==> src/rtl/sweep_capture_pkg.sv <==
`timescale 1ns/1ps
package sweep_capture_pkg;

  typedef enum logic [1:0] {
    ST_IDLE,
    ST_SETTLE,
    ST_ARM,
    ST_SAMPLE
  } cap_state_e;

  // strobes from the sequencer to the datapath
  typedef struct packed {
    logic loadCfg;
    logic clearMem;
    logic clrIdx;
    logic sampleNow;
    logic decCode;
  } cap_strobe_t;

  localparam logic [1:0] RES_SIX   = 2'd0;
  localparam logic [1:0] RES_SEVEN = 2'd1;

endpackage

==> src/rtl/sweep_capture_ctrl.sv <==
`timescale 1ns/1ps
module sweep_capture_ctrl
  import sweep_capture_pkg::*;
#(
  parameter int CNT_W = 20
) (
  input  logic             clk,
  input  logic             rstN,
  input  logic             start,
  input  logic [CNT_W-1:0] cfgInterval,
  input  logic [CNT_W-1:0] cfgInitSettle,
  input  logic [CNT_W-1:0] cfgStepSettle,
  input  logic             trigEdge,
  input  logic             codeZero,
  input  logic             lastIdx,
  output cap_strobe_t      strb,
  output logic             busy,
  output logic             done
);

  cap_state_e       state;
  logic [CNT_W-1:0] timer;
  logic [CNT_W-1:0] intervalQ;
  logic [CNT_W-1:0] stepQ;
  logic             timerZero;

  assign timerZero = (timer == '0);
  assign busy      = (state != ST_IDLE);

  always_comb begin
    strb = '0;
    case (state)
      ST_IDLE: begin
        if (start) begin
          strb.loadCfg  = 1'b1;
          strb.clearMem = 1'b1;
        end
      end
      ST_ARM: begin
        if (trigEdge) strb.clrIdx = 1'b1;
      end
      ST_SAMPLE: begin
        if (timerZero) begin
          strb.sampleNow = 1'b1;
          if (lastIdx && !codeZero) strb.decCode = 1'b1;
        end
      end
      default: ;
    endcase
  end

  always_ff @(posedge clk or negedge rstN) begin
    if (!rstN) begin
      state     <= ST_IDLE;
      timer     <= '0;
      intervalQ <= CNT_W'(1);
      stepQ     <= '0;
      done      <= 1'b0;
    end else begin
      done <= 1'b0;
      case (state)
        ST_IDLE: begin
          if (start) begin
            intervalQ <= (cfgInterval == '0) ? CNT_W'(1) : cfgInterval;
            stepQ     <= cfgStepSettle;
            timer     <= cfgInitSettle;
            state     <= ST_SETTLE;
          end
        end
        ST_SETTLE: begin
          if (timerZero) state <= ST_ARM;
          else           timer <= timer - 1'b1;
        end
        ST_ARM: begin
          if (trigEdge) begin
            timer <= intervalQ - 1'b1;
            state <= ST_SAMPLE;
          end
        end
        ST_SAMPLE: begin
          if (timerZero) begin
            if (lastIdx) begin
              if (codeZero) begin
                state <= ST_IDLE;
                done  <= 1'b1;
              end else begin
                timer <= stepQ;
                state <= ST_SETTLE;
              end
            end else begin
              timer <= intervalQ - 1'b1;
            end
          end else begin
            timer <= timer - 1'b1;
          end
        end
        default: state <= ST_IDLE;
      endcase
    end
  end

endmodule

==> src/rtl/sweep_capture_dp.sv <==
`timescale 1ns/1ps
module sweep_capture_dp
  import sweep_capture_pkg::*;
#(
  parameter int DAC_W = 8,
  parameter int DEPTH = 128,
  localparam int IDX_W = $clog2(DEPTH),
  localparam int LEN_W = IDX_W + 1,
  localparam int ADDR_SLOTS = 1 << IDX_W
) (
  input  logic             clk,
  input  logic             rstN,
  input  cap_strobe_t      strb,
  input  logic [1:0]       cfgRes,
  input  logic             cfgFallEdge,
  input  logic [LEN_W-1:0] cfgLength,
  input  logic             trigIn,
  input  logic             cmpIn,
  input  logic [IDX_W-1:0] rdAddr,
  output logic [DAC_W-1:0] rdData,
  output logic [DAC_W-1:0] dacCode,
  output logic             trigEdge,
  output logic             codeZero,
  output logic             lastIdx
);

  logic             cmpS1, cmpS2;
  logic             trgS1, trgS2, trgPrev;
  logic             fallSel;
  logic [LEN_W-1:0] lenQ;
  logic [IDX_W-1:0] idx;
  logic [DAC_W-1:0] fullScale;
  logic             wrEn;
  logic [DAC_W-1:0] slotArr [ADDR_SLOTS];

  // two-flop synchronizers and edge detection on the synchronized trigger
  always_ff @(posedge clk or negedge rstN) begin
    if (!rstN) begin
      cmpS1   <= 1'b0;
      cmpS2   <= 1'b0;
      trgS1   <= 1'b0;
      trgS2   <= 1'b0;
      trgPrev <= 1'b0;
    end else begin
      cmpS1   <= cmpIn;
      cmpS2   <= cmpS1;
      trgS1   <= trigIn;
      trgS2   <= trgS1;
      trgPrev <= trgS2;
    end
  end

  assign trigEdge = fallSel ? (!trgS2 && trgPrev) : (trgS2 && !trgPrev);

  always_comb begin
    case (cfgRes)
      RES_SIX:   fullScale = {DAC_W{1'b1}} >> 2;
      RES_SEVEN: fullScale = {DAC_W{1'b1}} >> 1;
      default:   fullScale = {DAC_W{1'b1}};
    endcase
  end

  always_ff @(posedge clk or negedge rstN) begin
    if (!rstN) begin
      fallSel <= 1'b0;
      lenQ    <= LEN_W'(DEPTH);
      dacCode <= '0;
      idx     <= '0;
    end else begin
      if (strb.loadCfg) begin
        fallSel <= cfgFallEdge;
        lenQ    <= (cfgLength == '0 || cfgLength > LEN_W'(DEPTH)) ? LEN_W'(DEPTH) : cfgLength;
        dacCode <= fullScale;
      end else if (strb.decCode) begin
        dacCode <= dacCode - 1'b1;
      end
      if (strb.clrIdx)         idx <= '0;
      else if (strb.sampleNow) idx <= idx + 1'b1;
    end
  end

  assign codeZero = (dacCode == '0);
  assign lastIdx  = ({1'b0, idx} == lenQ - 1'b1);
  assign wrEn     = strb.sampleNow && cmpS2;

  for (genvar s = 0; s < ADDR_SLOTS; s++) begin : g_slot
    if (s < DEPTH) begin : g_live
      logic [DAC_W-1:0] slotQ;
      always_ff @(posedge clk or negedge rstN) begin
        if (!rstN)                               slotQ <= '0;
        else if (strb.clearMem)                  slotQ <= '0;
        else if (wrEn && idx == IDX_W'(s))       slotQ <= dacCode;
      end
      assign slotArr[s] = slotQ;
    end else begin : g_pad
      assign slotArr[s] = '0;
    end
  end

  assign rdData = slotArr[rdAddr];

endmodule

==> src/rtl/sweep_capture.sv <==
`timescale 1ns/1ps
module sweep_capture
  import sweep_capture_pkg::*;
#(
  parameter int DAC_W = 8,
  parameter int DEPTH = 128,
  parameter int CNT_W = 20,
  localparam int IDX_W = $clog2(DEPTH),
  localparam int LEN_W = IDX_W + 1
) (
  input  logic             clk,
  input  logic             rstN,
  input  logic             start,
  input  logic [1:0]       cfgRes,
  input  logic             cfgFallEdge,
  input  logic [LEN_W-1:0] cfgLength,
  input  logic [CNT_W-1:0] cfgInterval,
  input  logic [CNT_W-1:0] cfgInitSettle,
  input  logic [CNT_W-1:0] cfgStepSettle,
  input  logic             trigIn,
  input  logic             cmpIn,
  output logic [DAC_W-1:0] dacCode,
  input  logic [IDX_W-1:0] rdAddr,
  output logic [DAC_W-1:0] rdData,
  output logic             busy,
  output logic             done
);

  cap_strobe_t strb;
  logic        trigEdge;
  logic        codeZero;
  logic        lastIdx;

  sweep_capture_ctrl #(.CNT_W(CNT_W)) u_ctrl (
    .clk           (clk),
    .rstN          (rstN),
    .start         (start),
    .cfgInterval   (cfgInterval),
    .cfgInitSettle (cfgInitSettle),
    .cfgStepSettle (cfgStepSettle),
    .trigEdge      (trigEdge),
    .codeZero      (codeZero),
    .lastIdx       (lastIdx),
    .strb          (strb),
    .busy          (busy),
    .done          (done)
  );

  sweep_capture_dp #(.DAC_W(DAC_W), .DEPTH(DEPTH)) u_dp (
    .clk         (clk),
    .rstN        (rstN),
    .strb        (strb),
    .cfgRes      (cfgRes),
    .cfgFallEdge (cfgFallEdge),
    .cfgLength   (cfgLength),
    .trigIn      (trigIn),
    .cmpIn       (cmpIn),
    .rdAddr      (rdAddr),
    .rdData      (rdData),
    .dacCode     (dacCode),
    .trigEdge    (trigEdge),
    .codeZero    (codeZero),
    .lastIdx     (lastIdx)
  );

endmodule

==> config.mk <==
export PLATFORM = sky130hd
export DESIGN_NAME = sweep_capture
export DESIGN_NICKNAME = d
export VERILOG_FILES = /design/src/rtl/sweep_capture_pkg.sv /design/src/rtl/sweep_capture_ctrl.sv /design/src/rtl/sweep_capture_dp.sv /design/src/rtl/sweep_capture.sv
export SDC_FILE = /design/constraint.sdc
export NUM_CORES = 2
export LEC_CHECK = 0
export BUFFER_PORTS_ARGS = -buffer_cell sky130_fd_sc_hd__buf_2
export CAP_MARGIN = 10
export CORE_MARGIN = 1
export CORE_UTILIZATION = 55
export DETAILED_ROUTE_END_ITERATION = 12
export PLACE_DENSITY = 0.74
export SYNTH_ARGS = -nofsm -noshare
export SYNTH_HDL_FRONTEND = slang
export SYNTH_SLANG_ARGS = --single-unit
==> constraint.sdc <==
create_clock -name clk -period 2.8 [get_ports clk]
set_input_delay 0.42 -clock clk [delete_from_list [all_inputs] [get_ports clk]]
set_output_delay 0.42 -clock clk [all_outputs]
set_load 0.05 [all_outputs]
==> flow_summary.yaml <==
min_path:
  holdCritPathClass: "in -> reg"
  hold_path_depth: 3
  hp-start: "cfgInitSettle[10]"
  hold_path_end: "u_ctrl.timer[10]$_DFFE_PN0P_"
detailed_routing:
  wl_met3_um: 23900
  wl_um: 185000
  drt_pass1_iterations: 7
  wl_met2_um: 80900
  vias: 48013
  highest_layer: "met5"
  via_per_inst: 6.42
  wl_met1_um: 67900
  routedWlPerCell_um: 24.7
  route.detailed.drc: 0
  first_iter_violations: 6202
  drtAntennaViolNets: 0
global_route:
  grt_pass1_vias: 46803
  grt_pass1_wl_um: 283000
  grt_usage_pct: 37.4
  antenna_found_initial: 5
  grt_max_degree: 136
  grt_overflow_total: 0
setup_path:
  r2r-start: "u_dp.lenQ[5]$_DFFE_PN0P_"
  path_class: "reg -> out"
  slowest_stage: "mux4_2"
  worstPathMaxFanout: 2
  setup.worst_path.end_class: "output pin"
  required_ps: 2380
  arrival_ps: 3070
  rr_endpoint: "u_ctrl.timer[12]$_DFFE_PN0P_"
  cp_num_buf_inv: 2
  cp-start-kind: "flip-flop"
  r2r_cells: 9
  cp_common_cell: "mux4_2"
  crit_chain: "mux4_2 > mux4_2 > a22oi_2 > buf_4 > nand4_1 > buf_6"
  cp_top_family: "multiplexers"
  rrSetupSlack_ps: 60
  slowest_delay_ps: 540
clock_tree:
  clockBufferDepth: 3
  insertion_delay_ps: 720
  clockRootBuffer: "clkbuf_16"
  cts_buffers: 115
  htreeDepth: 3
  cts_sinks: 1116
  clkSlewWorstSetupHoldPaths_ps: 70
  cts_tree: "built"
synthesis:
  synth_cells: 5784
  syn_avg_cell_area_um2: 9.38
  synth-xor-area-share_pct: 0.759
  synth_enable_flop_cells: 0
  yosys-mux-area-fraction_pct: 13.2
  ys_ff_latch: 1116
  synth_compound_area_share_pct: 11.5
  syn_nets: 5882
  synth_area_um2: 54300
  synth_top_family_by_area: "simple AND/OR/NAND/NOR gates"
  ys_seq_area_share_pct: 51.5
  ys.flop_type: "dfrtp_1"
  yosys.area_share.simple_pct: 19.8
  ys_types: 64
  yosysWarnings: 0
  synth_fa_ha_area_share_pct: 0.346
  async_flop_share_pct: 100
final_layout:
  drive_above_1_share_pct: 18.0
  register_area_um2: 28000
  final_cell_mix: "nand2_1 (2336), dfrtp_1 (1106), a21oi_1 (1037), buf_4 (338), mux4_2 (304)"
  multi_input_area_um2: 25000
  fin_cells: 7479
  final_nets: 6203
  syn2layout_area_growth_pct: 17.7
  final_common_cell: "nand2_1"
  fill_cells: 7317
pwr:
  p_comb_share_pct: 19.4
  internal_power_mw: 29.6
  vdd_drop_max_v: 0.000767
  sw_frac_of_total_pct: 30.5
  switchingPower_mw: 13.0
  p_seq_share_pct: 43.3
  total_power_mw: 42.6
  p_per_area_nw_per_um2: 667
  pwr-share-clk_pct: 37.3
  p_leak_nw: 27.1
status:
  violations: "setup timing"
  outcome: "finished with violations"
floorplan:
  die_h_um: 316
  rows: 114
  start_util_pct: 55.8
  coreArea_um2: 97300
  dieArea_um2: 99900
  fp.dieW_um: 316
  io_pins: 101
place:
  post-dp-hpwl_um: 120000
  finalWeightedCongestion: 1.03
  post-place-ws_ps: -787
  dp.cells: 7207
  port_buffers: 100
sta:
  maxSlewViolCount: 0
  worst_slew_pin_slew_ps: 1150
  finalCriticalPeriod_ps: 3490
  fmax_mhz: 287
  skew_ps: 42.6
  tns_ps: -4500
  rsz0062_at_grt: "true"
  finalSetupViolCount: 8
  maxSlewHeadroom_pct: 23.5
  hold_viol_final: 0
  worst_slack_ps: -685
  min_period_over_period_pct: 124
  hold_ws_ps: 28.6
job:
  max-cap-violations: 0
==> power by group through the flow <==
stage | Clock [mW] | Sequential [mW] | Combinational (mW)
after floorplan | 0 | 18.2 | 5.07
after global placement | 0 | 18.6 | 7.67
after detailed placement | 0 | 18.6 | 7.85
after CTS | 16.0 | 18.4 | 7.98
after global routing | 16.6 | 18.5 | 8.90
final | 15.9 | 18.4 | 8.26
==> worst register-to-register path, cell delays in order, from the launching register on <==
cell,delay (ps)
dfrtp_1,410
or4_4,550
o41ai_4,230
nand4b_2,140
or3_4,370
buf_6,130
o31ai_4,270
buf_12,180
nor2_1,60
a221o_1,300
==> area by class of cell <==
cell class / instances / share of cell area [%]
repair buffers: 579 / 8.40
diodes: 5 / 0.0196
multi-input cells: 4274 / 39.1
clock buffers: 160 / 5.20
clock inverters: 50 / 0.905
flip-flops and latches: 1116 / 43.8
inverters: 19 / 0.112
well taps: 1276 / 2.50
==> kinds of logic (layout without fill, tap and decap cells) <==
kind of cell	count (synthesis)	in the layout
flip-flops	1116	1116
XOR/XNOR	47	47
AND/OR/NAND/NOR	2692	2692
multiplexers	338	338
buffers and inverters	394	808
AO/OA/AOI/OAI	1182	1182
other	0	5
adder cells (fa/ha/maj)	15	15
==> registers in the layout (all words and copies together) (netlist names) <==
signal / flops
u_dp.g_slot.g_live.slotQ: 1024
u_dp.fallSel: 1
u_dp.cmpS2: 1
u_dp.cmpS1: 1
u_dp.trgS2: 1
u_dp.lenQ: 8
u_ctrl.intervalQ: 20
u_ctrl.timer: 20
u_dp.trgS1: 1
u_ctrl.stepQ: 20
u_dp.dacCode: 8
u_dp.idx: 7
u_dp.trgPrev: 1
u_ctrl.state: 2
u_ctrl.done: 1
==> per-layer routing <==
metal  vias up  track usage (%)
li1      20342                -
met1     23560             50.6
met2      3382             55.1
met4         6             20.4
met5         -                0
met3       723             10.1
==> cell usage after synthesis (6+ instances only) <==
cell type  number  area [µm²]
xnor2_1        23         201
nand2_1      2341        8790
a22o_1          9        78.8
a211oi_1        7        52.6
or3_1           7        43.8
nor2_2         20         125
nor3_1         20         100
and3_1          6        37.5
a221oi_1       25         219
nand3b_1        9        67.6
nand3_1        32         160
mux4_2        304        6850
mux2i_1        32         320
buf_1          29         109
a22oi_1        17         128
xor2_1         24         210
inv_1          19        71.3
buf_2          28         140
nor2_4         10         113
nor2b_1         9        56.3
o21a_1          8        60.1
clkbuf_1      311        1170
a21oi_1      1037        5190
nand4_1        15        93.8
or4_1           6        45.0
o21ai_0        43         215
nor4_1         18         113
ha_1           15         188
dfrtp_1      1114       27900
o31ai_1         7        52.6
nor2_1        157         589
==> through the flow <==
| step | utilization [%] | area (µm²) |
|---|---|---|
| after floorplan | - | 54500 |
| after global placement | 60.7 | 59100 |
| after detailed placement | 60.7 | 59100 |
| after CTS | 65.5 | 63700 |
| after global routing | 65.7 | 63900 |
| final | 65.7 | 63900 |
==> worst max path at each step <==
stage | to | startpoint | depth (start not counted) | slack, ps
2_1_floorplan | rdData[6] | rdAddr[0] | 7 | -100
3_3_place_gp | rdData[2] | rdAddr[0] | 10 | -810
3_5_place_dp | rdData[2] | rdAddr[0] | 10 | -790
4_1_cts | rdData[2] | u_dp.g_slot[126].g_live.slotQ[2]$_DFFE_PN0P_ | 6 | -610
5_1_grt | rdData[2] | u_dp.g_slot[126].g_live.slotQ[2]$_DFFE_PN0P_ | 6 | -700
6_report | rdData[2] | u_dp.g_slot[126].g_live.slotQ[2]$_DFFE_PN0P_ | 6 | -690
==> what timing repair did <==
action / 4_1_cts / 5_1_grt
cloned: 0 / 1
pin swaps: 13 / 6
setup endpoints to repair: 12 / 104
gates resized for setup: 58 / 22
setup buffers: 3 / 3
hold buffers: 53 / 0
hold endpoints to repair: 77 / 0
Note: power is estimated with default switching activity, not from simulation.
